[src/rtl/irq_router_pkg.sv]
// Package: shared register-select encoding for the interrupt router.
// Assumes a 2-bit register select on the host port.
package irq_router_pkg;
    typedef enum logic [1:0] {
        SEL_PEND   = 2'd0,
        SEL_RX_EN  = 2'd1,
        SEL_TX_EN  = 2'd2,
        SEL_ACTIVE = 2'd3
    } reg_sel_e;
endpackage

[src/rtl/irq_pend_reg.sv]
// Module: irq_pend_reg
// Registers a copy of the level-sensitive requests each clock.
// Assumes the requests are synchronous to clk. No masking is applied here.
module irq_pend_reg #(
    parameter int W = 8
) (
    input  logic         clk,
    input  logic         rst_n,
    input  logic [W-1:0] req,
    output logic [W-1:0] pend
);
    // Sample the requests; synchronous reset clears the pending state.
    always_ff @(posedge clk) begin
        if (!rst_n) pend <= '0;
        else        pend <= req;
    end
endmodule

[src/rtl/irq_enable_regs.sv]
// Module: irq_enable_regs
// Holds two half-width enable registers, one for the lower (receive-side)
// sources and one for the upper (transmit-side) sources.
// Assumes W is even. Writes to other selects leave both registers unchanged.
module irq_enable_regs
    import irq_router_pkg::*;
#(
    parameter int W = 8
) (
    input  logic         clk,
    input  logic         rst_n,
    input  logic         wr_en,
    input  reg_sel_e     sel,
    input  logic [W-1:0] wdata,
    output logic [W-1:0] en
);
    localparam int HALF = W / 2;

    logic [HALF-1:0] lo_en;
    logic [HALF-1:0] hi_en;

    // Load the lower-group enables on a write to the receive select.
    always_ff @(posedge clk) begin
        if (!rst_n)                          lo_en <= '0;
        else if (wr_en && sel == SEL_RX_EN)  lo_en <= wdata[HALF-1:0];
    end

    // Load the upper-group enables on a write to the transmit select.
    always_ff @(posedge clk) begin
        if (!rst_n)                          hi_en <= '0;
        else if (wr_en && sel == SEL_TX_EN)  hi_en <= wdata[HALF-1:0];
    end

    assign en = {hi_en, lo_en};
endmodule

[src/rtl/irq_route_matrix.sv]
// Module: irq_route_matrix
// Drives active-low lines from the active sources through a routing matrix.
// Bit i*N_LINE+k of route_cfg joins source i to line k (wired-OR model).
// Assumes route_cfg is quasi-static, as jumpers would be.
module irq_route_matrix #(
    parameter int N_SRC  = 8,
    parameter int N_LINE = 8
) (
    input  logic [N_SRC-1:0]        active,
    input  logic [N_SRC*N_LINE-1:0] route_cfg,
    output logic [N_LINE-1:0]       irq_n
);
    genvar k;
    generate
        for (k = 0; k < N_LINE; k++) begin : g_line
            logic [N_SRC-1:0] hit;
            genvar i;
            for (i = 0; i < N_SRC; i++) begin : g_src
                assign hit[i] = active[i] & route_cfg[i*N_LINE + k];
            end
            // Pull the line low when any routed source is active.
            assign irq_n[k] = ~(|hit);
        end
    endgenerate
endmodule

[src/rtl/irq_router.sv]
// Module: irq_router (top)
// Pending capture, split enable registers, read mux and routing onto
// active-low vectored lines. Assumes N_SRC is even and fits the read width.
module irq_router
    import irq_router_pkg::*;
#(
    parameter int N_SRC  = 8,
    parameter int N_LINE = 8
) (
    input  logic                    clk,
    input  logic                    rst_n,
    input  logic [N_SRC-1:0]        req,
    input  logic [N_SRC*N_LINE-1:0] route_cfg,
    input  logic                    wr_en,
    input  logic [1:0]              sel,
    input  logic [N_SRC-1:0]        wdata,
    output logic [N_SRC-1:0]        rd_data,
    output logic [N_LINE-1:0]       irq_n
);
    localparam int HALF = N_SRC / 2;

    logic [N_SRC-1:0] pend;
    logic [N_SRC-1:0] en;
    logic [N_SRC-1:0] active;
    reg_sel_e         sel_e;

    assign sel_e  = reg_sel_e'(sel);
    assign active = pend & en;

    irq_pend_reg #(.W(N_SRC)) u_pend (
        .clk  (clk),
        .rst_n(rst_n),
        .req  (req),
        .pend (pend)
    );

    irq_enable_regs #(.W(N_SRC)) u_en (
        .clk  (clk),
        .rst_n(rst_n),
        .wr_en(wr_en),
        .sel  (sel_e),
        .wdata(wdata),
        .en   (en)
    );

    irq_route_matrix #(.N_SRC(N_SRC), .N_LINE(N_LINE)) u_route (
        .active   (active),
        .route_cfg(route_cfg),
        .irq_n    (irq_n)
    );

    // Select the register returned to the host.
    always_comb begin
        unique case (sel_e)
            SEL_PEND:   rd_data = pend;
            SEL_RX_EN:  rd_data = {{(N_SRC-HALF){1'b0}}, en[HALF-1:0]};
            SEL_TX_EN:  rd_data = {{(N_SRC-HALF){1'b0}}, en[N_SRC-1:HALF]};
            SEL_ACTIVE: rd_data = active;
            default:    rd_data = '0;
        endcase
    end
endmodule

[config.mk]
export PLATFORM = sky130hd
export DESIGN_NAME = irq_router
export DESIGN_NICKNAME = d
export VERILOG_FILES = /design/src/rtl/irq_router_pkg.sv /design/src/rtl/irq_pend_reg.sv /design/src/rtl/irq_enable_regs.sv /design/src/rtl/irq_route_matrix.sv /design/src/rtl/irq_router.sv
export SDC_FILE = /design/constraint.sdc
export NUM_CORES = 1
export LEC_CHECK = 0
export CORE_AREA = 4 4 73 61
export CTS_BUF_LIST = sky130_fd_sc_hd__clkbuf_2
export CTS_CLUSTER_DIAMETER = 80
export CTS_CLUSTER_SIZE = 30
export DETAILED_ROUTE_END_ITERATION = 12
export DIE_AREA = 0 0 77 65
export PLACE_DENSITY = 0.76
export REMOVE_ABC_BUFFERS = 1
export SLEW_MARGIN = 20
export SYNTH_ARGS = -nofsm -noshare
export SYNTH_HDL_FRONTEND = slang
export SYNTH_SLANG_ARGS = --single-unit
export TNS_END_PERCENT = 1
[constraint.sdc]
create_clock -name clk -period 1.6 [get_ports clk]
set_clock_uncertainty 0.1 [all_clocks]
set_input_delay 0.24 -clock clk [delete_from_list [all_inputs] [get_ports clk]]
set_output_delay 0.24 -clock clk [all_outputs]
set_load 0.005 [all_outputs]
# ---- Word-level counts from Yosys, hierarchy flattened
# Cells that the tools add are included.
dict set report totals {
  ff_bits 16
  latchBits 0
  ram_bits 0
  romBits 0
  input_bits 85
  out_inout_bits 16
  word_cells 91
  n_memories 0
}
dict set report classes {
  add_sub_neg 0
  mul 0
  div 0
  order_cmp 0
  n_eq_ne 3
  n_shift 0
  mux 1
  bitwise_logic 73
  n_reduce_logical 11
}
# cell count
set ops {}
lappend ops {{$and 1x1->1} 64}
lappend ops {{$reduce_or 8->1} 8}
lappend ops {{$pmux 8 s4} 1}
lappend ops {{$and 8x8->8} 1}
lappend ops {{$not 1->1} 8}
lappend ops {{$eq 2x2->1 const B} 2}
lappend ops {{$eq 2x1->1 const B} 1}
lappend ops {{$logic_and 1x1->1} 2}
lappend ops {{$logic_not 2->1} 1}

# ---- Longest topological paths before layout
dict set report depth {
  depth_word 4
  mapped_depth 4
  depth_no_buf 3
}

# ---- By module
# From an unflattened synthesis, not the netlist that was laid out.
dict set report hier_totals {
  hier_cells 131
  area_unflattened_um2 1168.6
}
# mod n_inst cells_per_inst area_per_inst_um2 seq_area_each_um2
set modules_own_cells {}
lappend modules_own_cells {irq_route_matrix 1 48 387.9 0.0}
lappend modules_own_cells {irq_enable_regs 1 31 330.3 160.2}
lappend modules_own_cells {irq_router 1 36 240.2 0.0}
lappend modules_own_cells {irq_pend_reg 1 16 210.2 160.2}

# ---- Worst setup path before layout
# OpenSTA, ideal clock, no wires.
dict set report synth_path {
  path_kind {flip-flop to output port}
  from {register u_en.hi_en[0]}
  to {output port irq_n[0]}
  arrival_time_ps 923
  t_required_ps 1260
  setup_slack_ps 337
  path_stages_with_launch 5
  n_path_buf 1
  path_cell_list {dfxtp_1 and2_4 buf_6 a22oi_1 and4_1}
}
dict set report synth_between {
  elab_chain_cells 4
}
# element line_no
set synth_lines {}
lappend synth_lines {{start, declared} irq_enable_regs.sv:20} ;# logic [HALF-1:0] hi_en;
lappend synth_lines {{start signal, assigned} irq_enable_regs.sv:31} ;# else if (wr_en && sel == SEL_TX_EN) hi_en <= wdata[HALF-1:0];
lappend synth_lines {{$and 8x8->8} irq_router.sv:28} ;# assign active = pend & en;
lappend synth_lines {{$and 1x1->1} irq_route_matrix.sv:19} ;# assign hit[i] = active[i] & route_cfg[i*N_LINE + k];
lappend synth_lines {{$reduce_or 8->1} irq_route_matrix.sv:22} ;# assign irq_n[k] = ~(|hit);
lappend synth_lines {{$not 1->1} irq_route_matrix.sv:22}
lappend synth_lines {{end, declared} irq_router.sv:18} ;# output logic [N_LINE-1:0] irq_n
# No other way between the ends.

# ---- Final worst setup path
dict set report layout_path {
  from {register u_pend.pend[6]}
  to {output port irq_n[4]}
}
dict set report layout_between {
  elab_chain_cells 4
}
# element line_no
set layout_lines {}
lappend layout_lines {{start, declared} irq_pend_reg.sv:10} ;# output logic [W-1:0] pend
lappend layout_lines {{start signal, assigned} irq_pend_reg.sv:15} ;# else pend <= req;
lappend layout_lines {{$and 8x8->8} irq_router.sv:28}
lappend layout_lines {{$and 1x1->1} irq_route_matrix.sv:19}
lappend layout_lines {{$reduce_or 8->1} irq_route_matrix.sv:22}
lappend layout_lines {{$not 1->1} irq_route_matrix.sv:22}
# No other way between the ends.

==> results.toml <==
[yosys]
ys_warn_count = 0
syn_area_per_cell_um2 = 9.09
synth_xor_area_frac = 0
synth-compound-area-share = 0.295
synth_top_family_by_area = "compound AO/OA/AOI/OAI gates"
syn_inst = 127
syn_area_um2 = 1150
ys_seq_area_frac = 0.277
ys_ff_latch = 16
synthTopCellsByArea = "dfxtp_1 28%, a22oi_1 21%, mux2i_1 6.9%"
yosys.area.top_type = "dfxtp_1"
yosys.area.top_type_share = 0.277
synthAdderAreaFrac = 0
yosys.area_share.simple = 0.271
muxShareOfSynthArea = 0.0693
synth.distinct_cells = 20

[die]
die_width_um = 77
io_pins = 101
core-area_um2 = 3730
rows = 20
die_area_um2 = 5010
start_util = 0.310
die_y_um = 65

[timing]
setup-tns-final_ns = -1.18
fin_crit_ns = 1.76
relSlewSlack = 0.696
post-route-period-util = 1.10
whs_ns = 0.399
drv_slew = 0
fin_ws_ns = -0.162
finalSetupViolCount = 9
hold_violations = 0
clock.fmax_mhz = 567
rsz0062_at_grt = "true"
tightestPinTransition_ns = 0.455

[flow_run]
drv_cap = 0

[placement]
placed_area_um2 = 2210
place_ws_ns = -0.528
place_inst = 274
globalplace.congestion = 0.754
hpwl_um = 3610
io_buffers = 96

[cts]
ctsHtreeMaxLevel = 1
cts_max_path_buffers = 2
ctsHoldBuffers = 0
cts_buffers = 3
clk_latency_ns = 0.28
cts-root-buf = "clkbuf_2"
cts_tree = "done"
cts.clk_slew.worst_paths_ns = 0.16
cts_sinks = 16

[pwr]
power_per_cell_area_nw_per_um2 = 412
clockPowerShare = 0.184
switchingPower_mw = 0.243
p_comb_frac = 0.377
p_total_mw = 0.975
seqPwrFrac = 0.439
p_int_mw = 0.732
total_leakage_power_nw = 0.895
swShare = 0.249
ir_drop_mv = 0.479

[routing]
vias = 1453
viasPerCell = 5.13
drtIter0Drc = 28
drcViolationCount = 0
ant_nets = 0
wirelength_um = 4800
routedWlPerCell_um = 17.0
dr.pass1.iters = 4

[run_status]
violations = "negative setup slack"
status = "complete, but fails checks"

[hold_path]
min_path_type = "primary input to flop"

[final_layout]
final_util = 0.635
final_cells = 283
diodes = 0
area_growth_pct = 105
final_nets = 325
finalInstanceArea_um2 = 2370
drive_above_1_share = 0.360

[global_routing]
grt_first_pass_wirelength_um = 7240
grt_use_met3 = 0.0611
grt_start_max_net_pins = 17
grt_overflow_total = 0
met2_usage = 0.345
grt.busiest_layer = "met2"
antenna_found_initial = 0
grt_util_all_layers = 0.182
grt_pass1_vias = 1522
grt.met1_usage = 0.210

[worst_setup_path]
required_ns = 1.26
crit_type = "flop to output pin"
startpoint_type = "flop"
end_kind = "output pin"
cp_max_fo = 7
cp.arrival_ns = 1.42
[worst paths after layout]
path / to / slack (ns) / cells past startpoint / from
worst max-delay path: irq_n[4] / -0.16 / 5 / u_pend.pend[6]
worst min-delay path: u_pend.pend[7] / 0.40 / 2 / req[7]
worst max register to register: u_en.hi_en[3] / 0.70 / 3 / u_en.hi_en[3]
worst min register to register: u_en.lo_en[3] / 0.46 / 2 / u_en.lo_en[3]
[power by group through the flow]
stage          Clock, mW  Combinational (mW)  Sequential [mW]
6_report           0.180               0.368            0.428
5_1_grt            0.201               0.393            0.429
4_1_cts            0.186               0.370            0.427
3_5_place_dp           0               0.359            0.434
3_3_place_gp           0               0.353            0.433
2_1_floorplan          0              0.0672            0.433
[critical path, cell delays in order, from the launching register on]
cell,delay (ns)
dfxtp_2,0.35
and2_4,0.16
buf_8,0.14
a22oi_2,0.15
and4_1,0.21
buf_2,0.11
[cell type report]
class / instances / area [µm²]
tap: 44 / 55.1
clock buffer: 3 / 15.0
clock inverter: 1 / 3.75
fill: 324 / 1360
timing repair buffer: 119 / 1100
inverter: 1 / 3.75
sequential: 16 / 334
multi-input combinational: 99 / 855
[cells in the mapped netlist]
master	instances
a22oi_1	32
a21boi_1	1
nand3b_2	2
mux2i_1	8
and2_1	11
nand3_1	4
buf_6	7
and2b_1	3
o21ai_0	4
dfxtp_1	16
nor2b_1	9
a21oi_1	4
clkbuf_1	1
buf_2	3
and4_1	8
inv_1	1
a211oi_1	4
or2_4	1
a21boi_0	3
and2_4	5
[cell families after synthesis]
logic type      Yosys count
compound gates           48
simple gates             43
buf+inv                  12
flops                    16
mux                       8
[placed cells by master, fill, tap and decap left out, types with 8 or more instances in the layout]
cell type,count
and2_1,8
buf_4,16
clkdlybuf4s50_1,78
and4_1,8
and2_4,8
a22oi_1,13
nor2b_1,9
dfxtp_2,11
clkbuf_2,9
a22oi_2,19
mux2i_1,8
buf_2,8
[per-layer routing]
layer	part of all wire	vias up
met3	0.080	0
met4	0	0
li1	-	712
met1	0.41	681
met2	0.51	60
met5	0	-
[flip-flops by register name, indices dropped and copies added (netlist names)]
| name | cells |
|---|---|
| u_en.lo_en | 4 |
| u_en.hi_en | 4 |
| u_pend.pend | 8 |
[what timing repair did]
action                     4_1_cts  5_1_grt
resized for setup               83       27
buffers inserted                 5        0
setup endpoints to repair       16       16
pin swaps                       15       17
Power figures use the tool's default switching activity.
